## config.mk

```make
export PLATFORM = sky130hd
export DESIGN_NAME = keyed_wdt
export DESIGN_NICKNAME = d
export VERILOG_FILES = /design/src/rtl/wdt_pkg.sv /design/src/rtl/wdt_tick_src.sv /design/src/rtl/wdt_ctrl_reg.sv /design/src/rtl/wdt_counter.sv /design/src/rtl/keyed_wdt.sv
export SDC_FILE = /design/constraint.sdc
export NUM_CORES = 1
export LEC_CHECK = 0
export ABC_AREA = 1
export BUFFER_PORTS_ARGS = -buffer_cell sky130_fd_sc_hd__buf_2
export CAP_MARGIN = 20
export CORE_UTILIZATION = 59
export CTS_CLUSTER_SIZE = 8
export DETAILED_ROUTE_END_ITERATION = 7
export PLACE_DENSITY_LB_ADDON = 0.2
export SLEW_MARGIN = 25
export SYNTH_ARGS = -nofsm -noshare
export SYNTH_HDL_FRONTEND = slang
export SYNTH_HIERARCHICAL = 1
export SYNTH_SLANG_ARGS = --single-unit
```

## constraint.sdc

```tcl
create_clock -name clk -period 3.45 [get_ports clk]
set_input_delay 0.345 -clock clk [delete_from_list [all_inputs] [get_ports clk]]
set_output_delay 0.345 -clock clk [all_outputs]
set_load 0.005 [all_outputs]
```

## src/rtl/wdt_pkg.sv

```systemverilog
package wdt_pkg;
  localparam int SEL_W  = 3;
  localparam int KEY_W  = 4;
  localparam int CTRL_W = 1 + SEL_W + KEY_W;

  typedef struct packed {
    logic             idle_on;
    logic [SEL_W-1:0] tsel;
    logic [KEY_W-1:0] key;
  } wdt_ctrl_t;
endpackage

```

## src/rtl/wdt_tick_src.sv

```systemverilog
module wdt_tick_src #(
  parameter int PRE_W = 2
) (
  input  logic clk,
  input  logic rst,
  input  logic use_div,
  input  logic use_xtal,
  input  logic lirc_tick,
  input  logic lxt_tick,
  output logic tick
);
  logic [PRE_W-1:0] pre_q;
  logic             div_tick;
  logic             sub_tick;

  always_ff @(posedge clk) begin
    if (rst) pre_q <= '0;
    else     pre_q <= pre_q + 1'b1;
  end

  assign div_tick = &pre_q;
  assign sub_tick = use_xtal ? lxt_tick : lirc_tick;
  assign tick     = use_div ? div_tick : sub_tick;

  // the divided tick never stays high on two edges in a row
  assert_div_gap_R8: assert property (@(posedge clk) disable iff (rst)
    div_tick |=> !div_tick);
endmodule

```

## src/rtl/wdt_ctrl_reg.sv

```systemverilog
module wdt_ctrl_reg
  import wdt_pkg::*;
#(
  parameter logic [KEY_W-1:0]  OFF_KEY  = 4'b1010,
  parameter logic [CTRL_W-1:0] RST_CTRL = 8'h70
) (
  input  logic              clk,
  input  logic              rst,
  input  logic              wr,
  input  logic [CTRL_W-1:0] wdata,
  output wdt_ctrl_t         ctrl,
  output logic              run
);
  always_ff @(posedge clk) begin
    if (rst)     ctrl <= wdt_ctrl_t'(RST_CTRL);
    else if (wr) ctrl <= wdt_ctrl_t'(wdata);
  end

  assign run = (ctrl.key != OFF_KEY);

  assert_wr_readback_R2: assert property (@(posedge clk) disable iff (rst)
    wr |=> (ctrl == wdt_ctrl_t'($past(wdata))));
  assert_hold_R2: assert property (@(posedge clk) disable iff (rst)
    !wr |=> $stable(ctrl));
endmodule

```

## src/rtl/wdt_counter.sv

```systemverilog
module wdt_counter
  import wdt_pkg::*;
#(
  parameter int BASE_LOG2 = 8
) (
  input  logic             clk,
  input  logic             rst,
  input  logic             tick,
  input  logic             run,
  input  logic             clr,
  input  logic [SEL_W-1:0] tsel,
  output logic             expire
);
  localparam int MAX_SEL = (1 << SEL_W) - 1;
  localparam int CNT_W   = BASE_LOG2 + MAX_SEL;

  logic [CNT_W-1:0] cnt_q;
  logic [CNT_W-1:0] last_val;

  assign last_val = {CNT_W{1'b1}} >> (CNT_W'(MAX_SEL) - CNT_W'(tsel));

  always_ff @(posedge clk) begin
    if (rst) begin
      cnt_q  <= '0;
      expire <= 1'b0;
    end else begin
      expire <= 1'b0;
      if (clr || !run) begin
        cnt_q <= '0;
      end else if (tick) begin
        if (cnt_q >= last_val) begin
          cnt_q  <= '0;
          expire <= 1'b1;
        end else begin
          cnt_q <= cnt_q + 1'b1;
        end
      end
    end
  end

  assert_pulse_single_R4: assert property (@(posedge clk) disable iff (rst)
    expire |=> !expire);
  assert_disabled_quiet_R5: assert property (@(posedge clk) disable iff (rst)
    !run |=> (!expire && cnt_q == '0));
  assert_clear_R6: assert property (@(posedge clk) disable iff (rst)
    clr |=> (cnt_q == '0 && !expire));
  assert_restart_R7: assert property (@(posedge clk) disable iff (rst)
    expire |-> (cnt_q == '0));
  assert_tick_gate_R9: assert property (@(posedge clk) disable iff (rst)
    (!tick && !clr && run) |=> ($stable(cnt_q) && !expire));
endmodule

```

## src/rtl/keyed_wdt.sv

```systemverilog
module keyed_wdt
  import wdt_pkg::*;
#(
  parameter int                BASE_LOG2 = 8,
  parameter int                PRE_W     = 2,
  parameter logic [KEY_W-1:0]  OFF_KEY   = 4'b1010,
  parameter logic [CTRL_W-1:0] RST_CTRL  = 8'h70
) (
  input  logic              clk,
  input  logic              rst,
  input  logic              cfg_src_div4,
  input  logic              cfg_sub_xtal,
  input  logic              lirc_tick,
  input  logic              lxt_tick,
  input  logic              reg_wr,
  input  logic [CTRL_W-1:0] reg_wdata,
  output logic [CTRL_W-1:0] reg_rdata,
  input  logic              sw_clr,
  output logic              idle_fsys_on,
  output logic              wdt_rst_req
);
  wdt_ctrl_t ctrl;
  logic      run;
  logic      tick;

  wdt_tick_src #(.PRE_W(PRE_W)) u_src (
    .clk(clk), .rst(rst), .use_div(cfg_src_div4), .use_xtal(cfg_sub_xtal),
    .lirc_tick(lirc_tick), .lxt_tick(lxt_tick), .tick(tick)
  );

  wdt_ctrl_reg #(.OFF_KEY(OFF_KEY), .RST_CTRL(RST_CTRL)) u_reg (
    .clk(clk), .rst(rst), .wr(reg_wr), .wdata(reg_wdata),
    .ctrl(ctrl), .run(run)
  );

  wdt_counter #(.BASE_LOG2(BASE_LOG2)) u_cnt (
    .clk(clk), .rst(rst), .tick(tick), .run(run),
    .clr(sw_clr | reg_wr), .tsel(ctrl.tsel), .expire(wdt_rst_req)
  );

  assign reg_rdata    = ctrl;
  assign idle_fsys_on = ctrl.idle_on;

  assert_idle_bit_R3: assert property (@(posedge clk) disable iff (rst)
    reg_wr |=> (idle_fsys_on == $past(reg_wdata[CTRL_W-1])));
endmodule

```

==> summary.md, run 1 <==
| Metric | Value |
|---|---|
| Met2 usage in global routing | 0.438 |
| Count of final setup violators | 0 |
| Final ANT Viol Nets | 0 |
| Unrepaired setup endpoints after global routing | no |
| Diodes inserted | 0 |
| Root Driver | clkbuf_4 |
| CTS Sinks | 26 |
| Clock buffer depth | 2 |
| Max frequency | between 500 and 600 MHz |
| Pwr Density | 324 mW/mm^2 |
| Final-report hold violation count | 0 |
| Pleak | 0.880 nW |
| Drt pass-1 iters | 5 |
| Final WL | approximately 2800 um |
| Sequential area share after synthesis | 0.354 |
| GR Util met1 | 0.249 |
| Largest net degree at the start of global routing | 16 |
| Critical Path End | u_cnt/cnt_q[8] |
| Core Region | between 0.002 and 0.0025 sq mm |
| Crit Path Category | reg2reg |
| Met3 GRT Util | 0.0292 |
| Post-Syn Instances | 211 |
| Worst-case vdd ir drop | 0.000263 V |
| CP Max Fanout | 15 |
| Mapped Nets | ~240 |
| Total power | 526 uW |
| RD Place Congestion | between 0.8 and 0.9 |
| Chip height | 51.9 um |
| Most frequent CP cell | nand2_1 |
| Final worst path period share | 0.524 |
| Total Routing Usage GR | 0.233 |
| Status | completed |
| Initial Utilization | 0.647 |
| Nets | 262 |
| Synth cell types | 27 |
| Core Util, Final | 0.715 |
| Initial detailed-routing violation count | 18 |
| Crit path arrival time | 2070 ps |
| Clk Latency, worst-skew pair | between 300 and 400 ps |
| First-pass GRT wire length | 4650 um |
| Hold slack | 198 ps |
| IO Count | 26 |
| CTS tree | yes |
| Critical path's largest stage delay | ~480 ps |
| Initial antenna violation count | 0 |
| Post-CTS Setup Bufs | 0 |
| Setup crit start | u_reg/ctrl[6] |
| Num CTS Buffers | 3 |
| Port-buffer cells | 25 |
| R2R Path Start | u_reg/ctrl[6] |
| Slew Viols, Final | 0 |
| Die Area | 0.00270 sq mm |
| Max cap viols | 0 |
| Die Wd | 51.9 um |
| Mapped cell area | 0.00147 sq mm |
| Hold-fix buffers, CTS | 0 |
| Syn_area_per_cell | 6.97 sq um |
| Crit end category | register |
| Startpoint Class | register |
| Commonest non-fill, non-tap cell in the layout | nand2_1 |
| Area grow syn2layout | 10.5% |
| Buf+Inv Stages, Crit Path | 0 |
| Yosys reg bits | 26 |
| Worst clock skew | 2.96 ps |
| CP required | between 3000 and 4000 ps |
| GRT overflow | 0 |
| Vias | between 1,000 and 1,500 |
| H-tree depth | 1 |
| Floorplan row count | 17 |
| Worst-margin pin slew | about 290 ps |
| Final worst slack | 1640 ps |
| Synthesis Warnings | 6 |
| R2R setup slack | approximately 1600 ps |
| Setup TNS | 0 ps |
| Vias in the first global route | 1,179 |
| Fin crit period | about 1800 ps |
| Crit path cell chain | o21ai_0 -> ha_1 -> nand2_1 -> nand2_1 -> nand2_1 -> nand2_1 -> a21oi_1 -> nand2_1 -> nand2_2 -> nand2_4 -> nor2_1 |
| Resize count post-CTS | 0 |
| Hold depth | 2 |
| Residual DRC | 0 |
| Drt wl/cell | 10.6 um |
| CP top delay family | simple AND/OR/NAND/NOR gates |
| Slowest CP cell | dfxtp_1 |
| Layout cell share with drive strength beyond 1 | 0.182 |
| Levels on crit path | 11 |
| Most frequent cells in the layout | nand2_1, nor2_1, inv_1, dfxtp_1, buf_2 |
| Critical R2R Capture | u_cnt/cnt_q[8] |
| Pre-CTS WS | 1690 ps |
| Clock-pin slew on the worst setup and hold paths | 130 ps |
| Worst hold path class | in2reg |
| Worst Reg-to-Reg Cells | 11 |
| Via/cell ratio | 5.04 |
| Slew HR | 0.806 |
| Top Usage Layer GRT | met2 |
| HPWL Detailed | 2180 um |
logic make-up after synthesis:
logic type | share of synthesized area
mux | 0.00680
buf+inv | 0.110
compound gates | 0.0289
simple gates | 0.389
flops | 0.354
fa+ha+maj | 0.0765
xor+xnor | 0.0357
worst min-delay path by stage:
stage              startpoint        endpoint  slack [ps]
6_report                  rst  u_src/pre_q[1]         200
5_1_grt                   rst  u_src/pre_q[1]         190
4_1_cts                   rst  u_src/pre_q[1]         190
3_5_place_dp   u_src/pre_q[0]  u_src/pre_q[0]         440
3_3_place_gp   u_src/pre_q[0]  u_src/pre_q[0]         410
2_1_floorplan  u_src/pre_q[0]  u_src/pre_q[0]         390
power breakdown:
group	leakage (nW)	internal (mW)	switching [mW]
clock network	0.0210	0.0646	0.0872
registers	0.212	0.309	0.00838
logic	0.647	0.0248	0.0319
total	0.880	0.399	0.127
layer usage:
layer	share of wire	wire length [um]	vias up
li1	-	-	697
met1	0.45	1270	594
met2	0.50	1400	35
met3	0.039	109	4
met4	0.011	31	0
met5	0	0	-
worst register-to-register path, delay by kind of cell (launching register included):
family	cells	cell delay, ps
AO/OA/AOI/OAI	2	280
adder cells (fa/ha/maj)	1	310
flip-flops	1	480
AND/OR/NAND/NOR	8	680
sequential cells by signal, indices dropped and copies added, names as in the netlist:
| signal | count |
|---|---|
| u_cnt/expire | 1 |
| u_cnt/cnt_q | 15 |
| u_reg/ctrl | 8 |
| u_src/pre_q | 2 |
per-stage QoR:
stage                     instances  cell area [sq um]
after CTS                       264               1630
after detailed placement        260               1590
final                           264               1630
after global routing            264               1630
after global placement          260               1590
after floorplan                 211               1470
cell usage after synthesis, drive strengths merged:
cell type / n / area share
o21bai: 1 / 0.0051
buf: 4 / 0.028
nand2: 61 / 0.17
nor2: 39 / 0.11
dfxtp: 26 / 0.35
a21oi: 5 / 0.017
nor3: 4 / 0.021
nand3: 12 / 0.048
and3: 1 / 0.0043
mux2i: 1 / 0.0068
or2: 1 / 0.0043
nor4: 1 / 0.0043
ha: 9 / 0.077
xnor2: 4 / 0.024
o21ai: 2 / 0.0068
inv: 32 / 0.082
nand3b: 1 / 0.0051
nand4: 5 / 0.021
xor2: 2 / 0.012
final cells by class:
cell class	instances	area [sq um]
multi-input cells	149	790
fillers	207	649
flip-flops and latches	26	520
repair buffers	25	125
inverters	32	120
clock buffers	4	36.3
well taps	28	35.0
Power figures use the tool's default switching activity.
==> inputs of run 2 (changes only) <==
- ABC_AREA: 1 -> 0
- CORE_UTILIZATION: 59 -> 53
- clock period: 3.45 -> 1.7 ns (I/O delays scaled with it)
==> run 2 against run 1 <==
Against the previous run:
- the run now ends with setup timing left
- critical path depth fell by 3
- clock power rose by 110%
- via count fell by 7.4%
==> summary.md, run 2 <==
| Metric | Value |
|---|---|
| Status | complete, but fails checks |
| Violated checks | setup timing |
| EDFF count, synth | 0 (unchanged) |
| Setup TNS | -3880 ps (-3880 ps) |
| Unrepaired setup endpoints after global routing | yes |
| Final worst slack | -270 ps (-1910 ps) |
| Post-Syn Instances | 145 (-31%) |
| Placed Cells | 206 (-21%) |
| Max frequency | 508 MHz (-8.3%) |
| Clock-pin slew on the worst setup and hold paths | 150 ps (+20 ps) |
| Worst clock skew | 6.46 ps (+3.50 ps) |
| Max cap viols | 0 (unchanged) |
| Largest net degree at the start of global routing | 15 (-1) |
| Max FFs per register | 15 (unchanged) |
| Total Routing Usage GR | 0.248 (+0.0152) |
| Count of final setup violators | 16 (+16) |
| Layout cell share with drive strength beyond 1 | 0.422 (+0.240) |
| Post-synth top cells | dfxtp_1, nor2_1, nand2_1, ha_1, a21oi_1 |
| Final-report hold violation count | 0 (unchanged) |
| Final worst path period share | 1.16 (+0.635) |
| Flop pwr share | 0.585 (-0.019) |
| Most common cell in the synthesized netlist | dfxtp_1 |
| Crit path arrival time | 2200 ps (+130 ps) |
| Net Sw Frac | 0.255 (+0.0124) |
| Nets | 213 (-19%) |
| Via/cell ratio | 5.73 (+14%) |
| Slew HR | 0.778 (-0.0286) |
| Top Registers | u_cnt/cnt_q: 15 flops, u_reg/ctrl: 8 flops, u_src/pre_q: 2 flops |
| Vias | 1,231 (-7.4%) |
| Die Area | 0.00270 sq mm (about the same) |
| Total power | 1.11 mW (+110%) |
| Slew Viols, Final | 0 (unchanged) |
| Initial antenna violation count | 0 (unchanged) |
| Final WL | 3300 um (+17%) |
| Area grow syn2layout | 35.2% |
| Synthesis Warnings | 6 (unchanged) |
| Synth cell types | 37 (+37%) |
| Vias in the first global route | 1,156 (-2.0%) |
| Sequential area share after synthesis | 0.394 (+0.0398) |
| H-tree depth | 1 (unchanged) |
| Final std cells w/o fill | 215 (-19%) |
| Core Region | 0.00228 sq mm (unchanged) |
| Commonest non-fill, non-tap cell in the layout | buf_2 |
| Syn_area_per_cell | 9.12 sq um (+31%) |
| RD Place Congestion | 0.813 (-3.0%) |
| Clock power share | 0.292 (+0.004) |
| Clock buffer depth | 2 (unchanged) |
| Initial detailed-routing violation count | 30 (+12) |
| Main synth FF type | dfxtp_1 |
| Most frequent cells in the layout | buf_2, dfxtp_1, nor2_1, nand2_1, buf_4 |
| IO Count | 26 (unchanged) |
| Pwr Density | 619 mW/mm^2 (+91%) |
| Drt pass-1 iters | 6 (+1) |
| Initial Utilization | 0.581 (-0.0654) |
| Chip height | 52.0 um (about the same) |
| CP Max Fanout | 8 (-7) |
| Mapped Nets | 170 (-28%) |
| GRT overflow | 0 (unchanged) |
| Combinational group share of total power | 0.123 (+0.015) |
| Diodes inserted | 0 (unchanged) |
| Crit Path Category | reg2reg |
| Reg with most FFs | u_cnt/cnt_q |
| Share of flip-flops with an asynchronous set or reset | 0 (unchanged) |
| CP required | 1930 ps (-1780 ps) |
| Clk Latency, worst-skew pair | 320 ps (about the same) |
| Total internal power | 825 uW (+110%) |
| Worst-case vdd ir drop | 0.000629 V (+140%) |
| Share of the synthesized area in the top cell type | 0.394 (+0.0398) |
| CTS tree | yes |
| HPWL Detailed | 2080 um (-4.3%) |
| Die Wd | 52.0 um (about the same) |
| Floorplan row count | 17 (unchanged) |
| Pre-CTS WS | -160 ps (-1850 ps) |
| Pleak | 0.759 nW (-14%) |
| Worst-margin pin slew | 333 ps (+43.6 ps) |
| Area leader, netlist | dfxtp_1 |
| Yosys reg bits | 26 (unchanged) |
| Residual DRC | 0 (unchanged) |
| CTS Sinks | 26 (unchanged) |
| Root Driver | clkbuf_4 |
| Startpoint Class | register |
| R2R setup slack | -270 ps (-1910 ps) |
| Num CTS Buffers | 3 (unchanged) |
| Final ANT Viol Nets | 0 (unchanged) |
| Hold slack | 42.4 ps (-156 ps) |
| Sw power | 282 uW (+120%) |
| Fin crit period | 1970 ps (+163 ps) |
| First-pass GRT wire length | 4860 um (+4.6%) |
| Crit end category | register |
| Top cells by area, synth | dfxtp_1, ha_1, nor2_1, mux2i_1, nand2_1 |
| Drt wl/cell | 15.3 um (+44%) |
| Mapped cell area | 0.00132 sq mm (-10%) |
| Worst hold path class | in2reg |
| Port-buffer cells | 25 (unchanged) |
==> run 2: changes by cell type after synthesis, sizes merged, moves of 5 or more <==
cell	change
nand2	-47
nor2	-14
inv	-28
nand3	-7
mux2i	+5
==> run 2: cells by family (layout without fill, tap and decap cells) <==
group | Yosys count | count (layout) | share of synthesized area
fa+ha+maj | 9 | 9 | 0.0851
flops | 26 | 26 | 0.394
xor+xnor | 12 | 12 | 0.0795
buf+inv | 8 | 50 | 0.0350
simple gates | 65 | 65 | 0.268
mux | 6 | 6 | 0.0454
compound gates | 19 | 19 | 0.0937
==> run 2: routing by layer <==
metal | track usage | share of wire
met1 | 0.292 | 0.41
met2 | 0.423 | 0.54
met3 | 0.0409 | 0.025
met4 | 0.135 | 0.020
met5 | 0 | 0
==> run 2: area by class of cell <==
cell class	instances	area [sq um]
inverter	4	15.0
sequential	26	532
clock buffer	4	36.3
fill	148	488
tap	28	35.0
multi-input combinational	111	902
timing repair buffer	42	268
==> run 2: power by group through the flow <==
| stage | logic (mW) | clock network (mW) | registers [mW] |
|---|---|---|---|
| 2_1_floorplan | 0.0644 | 0 | 0.654 |
| 3_3_place_gp | 0.102 | 0 | 0.654 |
| 3_5_place_dp | 0.109 | 0 | 0.656 |
| 4_1_cts | 0.117 | 0.319 | 0.643 |
| 5_1_grt | 0.150 | 0.362 | 0.651 |
| 6_report | 0.136 | 0.324 | 0.648 |
==> run 2: path summary, 6_finish.rpt <==
kind                     end           start  cells after the start
min            u_reg/ctrl[5]    reg_wdata[5]                      2
max          u_cnt/cnt_q[14]   u_reg/ctrl[5]                      8
min reg2reg   u_src/pre_q[0]  u_src/pre_q[0]                      1
max reg2reg  u_cnt/cnt_q[14]   u_reg/ctrl[5]                      8
==> run 2: what timing repair did <==
action                     in CTS  in global routing
hold buffers                    0                  0
gates resized for setup         5                 30
pin swaps                       1                  9
buffers inserted                1                  3
setup endpoints to repair      16                 16
cloned                          0                  1
==> run 2: stage by stage <==
stage          instance area [sq um]   util
6_report                        1790  0.786
5_1_grt                         1790  0.786
4_1_cts                         1630  0.715
3_5_place_dp                    1560  0.684
3_3_place_gp                    1560  0.684
2_1_floorplan                   1340      -
==> run 2: worst max-delay path, stage by stage (launching register included) <==
cell and delay (ps):
dfxtp_4 430, a21oi_2 70, ha_1 320, nand4_1 160, nor4_4 330, a211oi_4 130, o21bai_2 210, buf_6 170
nor2_2 40
==> inputs of run 3 (changes only) <==
- ABC_AREA: 0 -> 1
- CORE_UTILIZATION: 53 -> 55
==> run 3 against run 2 <==
Against the previous run:
- register-to-register slack gained 330 ps
- worst hold slack lost 22 ps
- setup slack gained 330 ps
- design area shrank 2.6%
- the flow now finishes without violations
- largest cell class unchanged
==> summary.md, run 3 (same netlist as run 1, synthesis figures left out) <==
| Metric | Value |
|---|---|
| Initial antenna violation count | 0 (unchanged) |
| Layout cell share with drive strength beyond 1 | 0.264 (-0.159) |
| Max FFs per register | 15 (unchanged) |
| CTS Sinks | 26 (unchanged) |
| Floorplan row count | 18 (+1) |
| Most frequent cells in the layout | nand2_1, inv_1, nor2_1, buf_2, dfxtp_1 |
| CP Max Fanout | 8 (unchanged) |
| Final std cells w/o fill | 269 (+25%) |
| Final-report hold violation count | 0 (unchanged) |
| Crit end category | register |
| Slew HR | 0.778 (about the same) |
| Final ANT Viol Nets | 0 (unchanged) |
| Slowest CP cell | dfxtp_4 |
| Clock-pin slew on the worst setup and hold paths | 150 ps (about the same) |
| CTS tree | yes |
| Vias in the first global route | 1,047 (-9.4%) |
| Total Routing Usage GR | 0.187 (-0.0613) |
| Initial detailed-routing violation count | 15 (-50%) |
| Cell Area, Placed | 0.00160 sq mm (+2.8%) |
| Residual DRC | 0 (unchanged) |
| Count of final setup violators | 0 (-16) |
| Top routing layer in use | met4 |
| First-pass GRT wire length | 4010 um (-18%) |
| Unrepaired setup endpoints after global routing | yes |
| DR WL met3 | 88 um (+6.0%) |
| Total power | 1.09 mW (-1.2%) |
| Commonest non-fill, non-tap cell in the layout | nand2_1 |
| HPWL Detailed | 1920 um (-7.8%) |
| Largest net degree at the start of global routing | 16 (+1) |
| RD Place Congestion | 0.763 (-6.2%) |
| H-tree depth | 1 (unchanged) |
| Root Driver | clkbuf_4 |
| WL met2 | 1300 um (-27%) |
| Nets | 265 (+24%) |
| Clock buffer depth | 2 (unchanged) |
| Worst hold path class | in2reg |
| GRT overflow | 0 (unchanged) |
| Pleak | 0.912 nW (+20%) |
| Chip height | 53.7 um (+3.4%) |
| Critical path's largest stage delay | 420 ps (about the same) |
| Worst clock skew | 7.27 ps (+0.810 ps) |
| Port-buffer cells | 25 (unchanged) |
| Most frequent CP cell | a21oi_2 |
| Final instance area | 0.00174 sq mm (-2.6%) |
| CP required | 1970 ps (+40 ps) |
| Final worst path period share | 0.964 (-0.195) |
| Max cap viols | 0 (unchanged) |
| Clk Latency, worst-skew pair | 320 ps (about the same) |
| Fin crit period | 1640 ps (-332 ps) |
| Slew Viols, Final | 0 (unchanged) |
| Via/cell ratio | 4.84 (-15%) |
| Core Region | 0.00250 sq mm (+9.8%) |
| Reg with most FFs | u_cnt/cnt_q |
| Area grow syn2layout | 18.4% |
| IO Count | 26 (unchanged) |
| Top Registers | u_cnt/cnt_q: 15 flops, u_reg/ctrl: 8 flops, u_src/pre_q: 2 flops |
| Status | completed |
| Initial Utilization | 0.589 (+0.00750) |
| Drt wl/cell | 10.4 um (-32%) |
| Pwr Density | 628 mW/mm^2 (+1.4%) |
| Metal-1 WL | 1390 um (+1.7%) |
| Startpoint Class | register |
| Vias | 1,302 (+5.8%) |
| Placed Cells | 263 (+28%) |
| Diodes inserted | 0 (unchanged) |
| Num CTS Buffers | 3 (unchanged) |
| Crit path cell chain | a21oi_2 -> ha_1 -> a21oi_2 -> nand2_1 -> a21oi_2 -> nand2_2 -> nand2_4 -> nand2_8 -> nor2_1 |
| Final WL | 2800 um (-15%) |
| Die Wd | 53.7 um (+3.4%) |
| Drt pass-1 iters | 4 (-2) |
| Crit Path Category | reg2reg |
| Worst-margin pin slew | 333 ps (-0.395 ps) |
| Crit path arrival time | 1910 ps (-290 ps) |
| Max frequency | 610 MHz (+20%) |
| Die Area | 0.00289 sq mm (+6.9%) |
| Worst-case vdd ir drop | 0.000546 V (-13%) |
## run 3: final cells by class
| cell class | count | area [sq um] |
|---|---|---|
| multi-input cells | 150 | 876 |
| fillers | 227 | 758 |
| flip-flops and latches | 26 | 532 |
| repair buffers | 27 | 140 |
| inverters | 32 | 120 |
| well taps | 30 | 37.5 |
| clock buffers | 4 | 36.3 |
## run 3: per-layer routing
| metal | vias to the layer above | track usage |
|---|---|---|
| met5 | - | 0 |
| met4 | 0 | 0.0658 |
| met3 | 4 | 0.0282 |
| met2 | 28 | 0.311 |
| met1 | 562 | 0.242 |
| li1 | 708 | - |
## run 3: final timing paths
kind	start	endpoint	slack [ps]	cells after the start
hold reg to reg	u_src/pre_q[0]	u_src/pre_q[0]	440	1
setup / recovery	u_reg/ctrl[5]	u_cnt/cnt_q[4]	60	9
hold / removal	rst	u_src/pre_q[0]	20	2
setup reg to reg	u_reg/ctrl[5]	u_cnt/cnt_q[4]	60	9
## run 3: power by group
group | total [mW] | internal, mW | switching (mW)
registers | 0.646 | 0.627 | 0.0192
clock network | 0.318 | 0.131 | 0.187
logic | 0.130 | 0.0585 | 0.0716
total | 1.09 | 0.816 | 0.278
## run 3: through the flow
step           TNS (ps)  utilization  hold WS (ps)  worst slack (ps)
4_1_cts               0        0.656          15.2              28.8
3_5_place_dp          0        0.640           373              3.16
5_1_grt            -260        0.697          9.56             -40.0
2_1_floorplan         0            -           237              99.5
3_3_place_gp          0        0.640           369              58.4
6_report              0        0.697          20.8              61.8
## run 3: what timing repair did
| action | in CTS | in global routing |
|---|---|---|
| setup buffers | 0 | 1 |
| endpoints found under the hold margin | 0 | 0 |
| resized for setup | 2 | 22 |
| pin swaps | 0 | 7 |
| hold buffers | 0 | 0 |
| cloned | 0 | 1 |
| setup endpoints to repair | 14 | 15 |
## run 3: critical path: cells and delay by family, from the launching register on
kind / cells / cell delay (ps)
adder cells (fa/ha/maj): 1 / 330
AO/OA/AOI/OAI: 3 / 330
flip-flops: 1 / 420
AND/OR/NAND/NOR: 5 / 500
